### config.mk
export PLATFORM = sky130hd
export DESIGN_NAME = blink_timer
export DESIGN_NICKNAME = d
export VERILOG_FILES = /design/src/rtl/blink_pkg.sv /design/src/rtl/blink_rate_sel.sv /design/src/rtl/blink_phase_cnt.sv /design/src/rtl/blink_phase_reg.sv /design/src/rtl/blink_timer.sv
export SDC_FILE = /design/constraint.sdc
export NUM_CORES = 1
export LEC_CHECK = 0
export BUFFER_PORTS_ARGS = -buffer_cell sky130_fd_sc_hd__clkbuf_2
export CAP_MARGIN = 0
export CORE_AREA = 2 2 39 41
export DETAILED_ROUTE_END_ITERATION = 8
export DIE_AREA = 0 0 41 43
export GPL_TIMING_DRIVEN = 0
export PLACE_DENSITY = 0.82
export SYNTH_ARGS = -nofsm -noshare
export SYNTH_HDL_FRONTEND = slang
export SYNTH_SLANG_ARGS = --single-unit
export TNS_END_PERCENT = 100
### constraint.sdc
create_clock -name clk_i -period 2.5 [get_ports clk_i]
set_input_delay 0.5 -clock clk_i [delete_from_list [all_inputs] [get_ports clk_i]]
set_output_delay 0.5 -clock clk_i [all_outputs]
set_load 0.1 [all_outputs]
### src/rtl/blink_pkg.sv
package blink_pkg;
  // Phase encoding: 1 = display visible, 0 = blanked
  typedef enum logic {PH_BLANK = 1'b0, PH_SHOW = 1'b1} phase_e;

  function automatic int unsigned half_ticks(input logic slow,
                                             input int unsigned fast_ticks,
                                             input int unsigned mult);
    return slow ? fast_ticks * mult : fast_ticks;
  endfunction
endpackage

### src/rtl/blink_rate_sel.sv
module blink_rate_sel #(
  parameter int unsigned FAST_HALF_TICKS = 500,
  parameter int unsigned SLOW_MULT       = 2,
  parameter int unsigned LIM_W           = 10
) (
  input  logic             clk_i,
  input  logic             rst_ni,
  input  logic             restart_i,
  input  logic             wrap_i,
  input  logic             slow_rate_i,
  output logic [LIM_W-1:0] limit_o
);
  import blink_pkg::*;

  localparam logic [LIM_W-1:0] FAST_LIM = LIM_W'(half_ticks(1'b0, FAST_HALF_TICKS, SLOW_MULT));
  localparam logic [LIM_W-1:0] SLOW_LIM = LIM_W'(half_ticks(1'b1, FAST_HALF_TICKS, SLOW_MULT));

  logic rate_q;

  // rate only latched at a boundary or restart so a phase is never cut
  always_ff @(posedge clk_i or negedge rst_ni) begin
    if (!rst_ni)                rate_q <= 1'b0;
    else if (restart_i || wrap_i) rate_q <= slow_rate_i;
  end

  assign limit_o = rate_q ? SLOW_LIM : FAST_LIM;


  rate_hold_chk: assert property (@(posedge clk_i) disable iff (!rst_ni)
    (!restart_i && !wrap_i) |=> $stable(limit_o));
endmodule

### src/rtl/blink_phase_cnt.sv
module blink_phase_cnt #(
  parameter int unsigned LIM_W = 10
) (
  input  logic             clk_i,
  input  logic             rst_ni,
  input  logic             tick_i,
  input  logic             restart_i,
  input  logic [LIM_W-1:0] limit_i,
  output logic             wrap_o
);
  logic [LIM_W-1:0] cnt_q;
  logic             at_end;

  assign at_end = (cnt_q == limit_i - LIM_W'(1));
  assign wrap_o = tick_i && !restart_i && at_end;

  always_ff @(posedge clk_i or negedge rst_ni) begin
    if (!rst_ni)        cnt_q <= '0;
    else if (restart_i) cnt_q <= '0;
    else if (tick_i)    cnt_q <= at_end ? '0 : cnt_q + LIM_W'(1);
  end


  cnt_in_range_chk: assert property (@(posedge clk_i) disable iff (!rst_ni)
    cnt_q < limit_i);

  no_tick_hold_chk: assert property (@(posedge clk_i) disable iff (!rst_ni)
    (!tick_i && !restart_i) |=> $stable(cnt_q));

  restart_clear_chk: assert property (@(posedge clk_i) disable iff (!rst_ni)
    restart_i |=> (cnt_q == '0));
endmodule

### src/rtl/blink_phase_reg.sv
module blink_phase_reg (
  input  logic clk_i,
  input  logic rst_ni,
  input  logic restart_i,
  input  logic wrap_i,
  input  logic start_on_i,
  output logic show_o
);
  import blink_pkg::*;

  phase_e phase_q;

  always_ff @(posedge clk_i or negedge rst_ni) begin
    if (!rst_ni)        phase_q <= PH_SHOW;
    else if (restart_i) phase_q <= phase_e'(start_on_i);
    else if (wrap_i)    phase_q <= (phase_q == PH_SHOW) ? PH_BLANK : PH_SHOW;
  end

  assign show_o = (phase_q == PH_SHOW);


  restart_phase_chk: assert property (@(posedge clk_i) disable iff (!rst_ni)
    restart_i |=> (show_o == $past(start_on_i)));

  wrap_flip_chk: assert property (@(posedge clk_i) disable iff (!rst_ni)
    (wrap_i && !restart_i) |=> (show_o != $past(show_o)));
endmodule

### src/rtl/blink_timer.sv
module blink_timer #(
  parameter int unsigned FAST_HALF_TICKS = 500,
  parameter int unsigned SLOW_MULT       = 2
) (
  input  logic clk_i,
  input  logic rst_ni,
  input  logic tick_i,
  input  logic blink_en_i,
  input  logic slow_rate_i,
  input  logic sync_en_i,
  input  logic start_on_i,
  input  logic load_rise_i,
  output logic blank_o
);
  localparam int unsigned SLOW_HALF = FAST_HALF_TICKS * SLOW_MULT;
  localparam int unsigned LIM_W     = $clog2(SLOW_HALF + 1);

  logic             restart;
  logic             wrap;
  logic             show;
  logic [LIM_W-1:0] limit;

  // disabled state keeps everything parked at the start phase
  assign restart = !blink_en_i || (sync_en_i && load_rise_i);

  blink_rate_sel #(
    .FAST_HALF_TICKS(FAST_HALF_TICKS),
    .SLOW_MULT      (SLOW_MULT),
    .LIM_W          (LIM_W)
  ) rate_i (
    .clk_i      (clk_i),
    .rst_ni     (rst_ni),
    .restart_i  (restart),
    .wrap_i     (wrap),
    .slow_rate_i(slow_rate_i),
    .limit_o    (limit)
  );

  blink_phase_cnt #(.LIM_W(LIM_W)) cnt_i (
    .clk_i    (clk_i),
    .rst_ni   (rst_ni),
    .tick_i   (tick_i),
    .restart_i(restart),
    .limit_i  (limit),
    .wrap_o   (wrap)
  );

  blink_phase_reg phase_i (
    .clk_i     (clk_i),
    .rst_ni    (rst_ni),
    .restart_i (restart),
    .wrap_i    (wrap),
    .start_on_i(start_on_i),
    .show_o    (show)
  );

  assign blank_o = blink_en_i && !show;


  en_start_phase_chk: assert property (@(posedge clk_i) disable iff (!rst_ni)
    $rose(blink_en_i) |-> (blank_o == !$past(start_on_i)));

  nosync_ignore_chk: assert property (@(posedge clk_i) disable iff (!rst_ni)
    (blink_en_i && !sync_en_i && !tick_i) |=> !blink_en_i || $stable(blank_o));
endmodule

==> results.txt <==
Gate power share -> 0.117
Seq pwr share -> 0.544
GPL Wtd Cong -> 0.7575
n_diodes -> 0
ratio of cells with drive above 1 in the final layout -> 0.2000
CTS buffer count -> 3
total congestion overflow -> 0
DRC -> 0
die height -> 43 um
Total Wirelength -> 1.463 mm
max frequency -> 580.4 MHz
CTS max path bufs -> 2
Vias -> 625
critical path capture point type -> output port
most frequent cells in the layout -> dfrtp_1 (11), nand2_1 (10), clkbuf_2 (8), inv_1 (6), a31oi_1 (6)
Yosys warnings -> 0
TritonCTS clock tree -> yes
worst relative slew slack -> 0.6419
Filler cells -> 121
DR WL/cell -> 13.80 um
cell accounting for the most synthesized area -> dfrtp_1
largest net degree at the start of global routing -> 13
R2R Setup Slk -> 850 ps
maxcap violations -> 0
first-pass GRT wire length -> 2.525 mm
Worst-path clk slew -> 80 ps
sequential area share after synthesis -> 0.4288
top cell type's share of synthesized area -> 0.3915
Final ANT Viol Nets -> 0
clock skew -> 3.048 ps
Peak supply drop -> 277.3 uV
power density over cell area -> 476.6 mW/mm^2
synth unique cells -> 32
number of DRC markers in iteration 0 -> 13
Post-CTS Setup Inserts -> 0
final setup violating endpoints -> 0
Hold Vio Cnt, Final -> 0
clock network fraction of design power -> 0.339
Resized Gates After CTS -> 0
sw frac -> 0.2639
Pre-antenna DRT Iters -> 4
TNS Setup -> 0 ps
starting density of the core -> 0.5081
most common cell after layout, fill and taps aside -> dfrtp_1
syn nets -> 87
P_sw -> 99.29 uW
fin crit share -> 0.6892
Yosys reg bits -> 12
Die ar. -> 0.001763 mm^2
synth-to-layout area growth -> 12.28%
Leak Pwr -> 0.3325 nW
Port Buf Inserts -> 8
HP Class -> in -> async
CTS Hold Buffers Added -> 0
Required @ worst endpoint -> 2000 ps
status -> finished clean
P_int -> 277.0 uW
Critical Path Start Type -> register
mapped cell area -> 703.2 um^2
number of H-tree levels -> 1
Hold WS -> 96.64 ps
Nets -> 100
mean area per synthesized cell -> 9.015 um^2
clk_lat worst skew -> 270 ps
critical path fanouts, max -> 3
vias per inst -> 5.896
core region area -> 0.001384 mm^2
IO Pins -> 9
Sink Count -> 12
Die Width -> 41 um
top cells by area, synth -> dfrtp_1 (39%), a31oi_1 (5.3%), nand2_1 (5.3%), dfstp_2 (3.7%), inv_1 (3.2%)
gr usage total -> 0.2218
pins over their slew limit -> 0
cells after synthesis -> 78
Clock Root Buffer -> clkbuf_4
initial antenna violation count -> 0
DP HPWL -> 1.095 mm
data arrival time of the worst path -> 1220 ps
minimum clock period -> 1723 ps
vias in the first global route -> 568
WS Path Type -> reg -> out
Row Count -> 14
slew at the pin closest to its max-slew limit -> 539.5 ps
unrepaired setup endpoints after global routing -> false
==> cell usage after synthesis (all sizes together) <==
library cell / number
and2: 3
a31oi: 6
o31ai: 1
or3: 1
a21boi: 2
o2111ai: 1
buf: 2
nand4: 3
nand3: 3
dfstp: 1
nor2b: 1
mux2: 1
xor2: 1
and3: 2
nand2: 10
clkbuf: 2
dfrtp: 11
a31o: 1
nor2: 3
nor4b: 1
and4b: 1
ha: 1
nand4b: 1
and4: 2
nand3b: 1
a32o: 1
o21ai: 7
o22ai: 2
inv: 6
==> layout make-up <==
type / count / area, um^2 / share of cell area
buffer: 4 / 20.02 / 0.02536
clock buffer: 4 / 26.28 / 0.03328
inverter: 6 / 22.52 / 0.02853
multi-input combinational: 56 / 359.1 / 0.4548
sequential: 12 / 301.5 / 0.3819
tap: 16 / 20.02 / 0.02536
timing repair buffer: 8 / 40.04 / 0.05071
==> path summary, 6_finish.rpt <==
path | startpoint | to | cells after the start
hold reg to reg | cnt_i.cnt_q[0] | cnt_i.cnt_q[0] | 1
setup reg to reg | cnt_i.cnt_q[2] | rate_i.rate_q | 4
max in group asynchronous | rst_ni | phase_i.show_o | 1
min in group clk_i | start_on_i | phase_i.show_o | 3
hold / removal | rst_ni | cnt_i.cnt_q[8] | 1
setup / recovery | phase_i.show_o | blank_o | 2
==> worst max-delay path: stages, from the launching register on <==
cell	delay (ps)
dfstp_2	540
nor2b_1	40
clkbuf_2	360
==> per-stage QoR <==
step / worst slack, ps / cell area [um^2] / power, mW / utilization / cells
2_1_floorplan: 165.9 / 703.2 / 0.2358 / - / 78
3_3_place_gp: 669.5 / 763.2 / 0.2509 / 0.5515 / 102
3_5_place_dp: 603.2 / 763.2 / 0.2526 / 0.5515 / 102
4_1_cts: 773.5 / 789.5 / 0.3797 / 0.5705 / 106
5_1_grt: 715.5 / 789.5 / 0.3975 / 0.5705 / 106
6_report: 776.9 / 789.5 / 0.3763 / 0.5705 / 106
==> flip-flops by register name, summed over array words and instances (netlist names) <==
name	count
rate_i.rate_q	1
phase_i.show_o	1
cnt_i.cnt_q	10
==> power by group through the flow <==
stage	Combinational (mW)	Clock (mW)	Sequential, mW
finish	0.0439	0.128	0.205
global route	0.0495	0.142	0.206
CTS	0.0441	0.131	0.205
detailed placement	0.0439	0	0.209
global placement	0.0427	0	0.208
floorplan	0.0285	0	0.207
==> kinds of logic (layout without fill, tap and decap cells) <==
group,Yosys count,count (layout),synth area share
compound gates,21,21,0.2011
mux,1,1,0.01601
simple gates,32,32,0.2634
fa+ha+maj,1,1,0.01779
buf+inv,10,22,0.06050
flops,12,12,0.4288
xor+xnor,1,1,0.01246
==> routing by layer <==
metal  part of all wire  up-vias  track usage
met4              0.023        0       0.1533
met5                  0        -            0
met3              0.026        4      0.06283
met2               0.50        8       0.3219
li1                   -      316            -
met1               0.45      297       0.2685
Note: power is estimated with default switching activity, not from simulation.
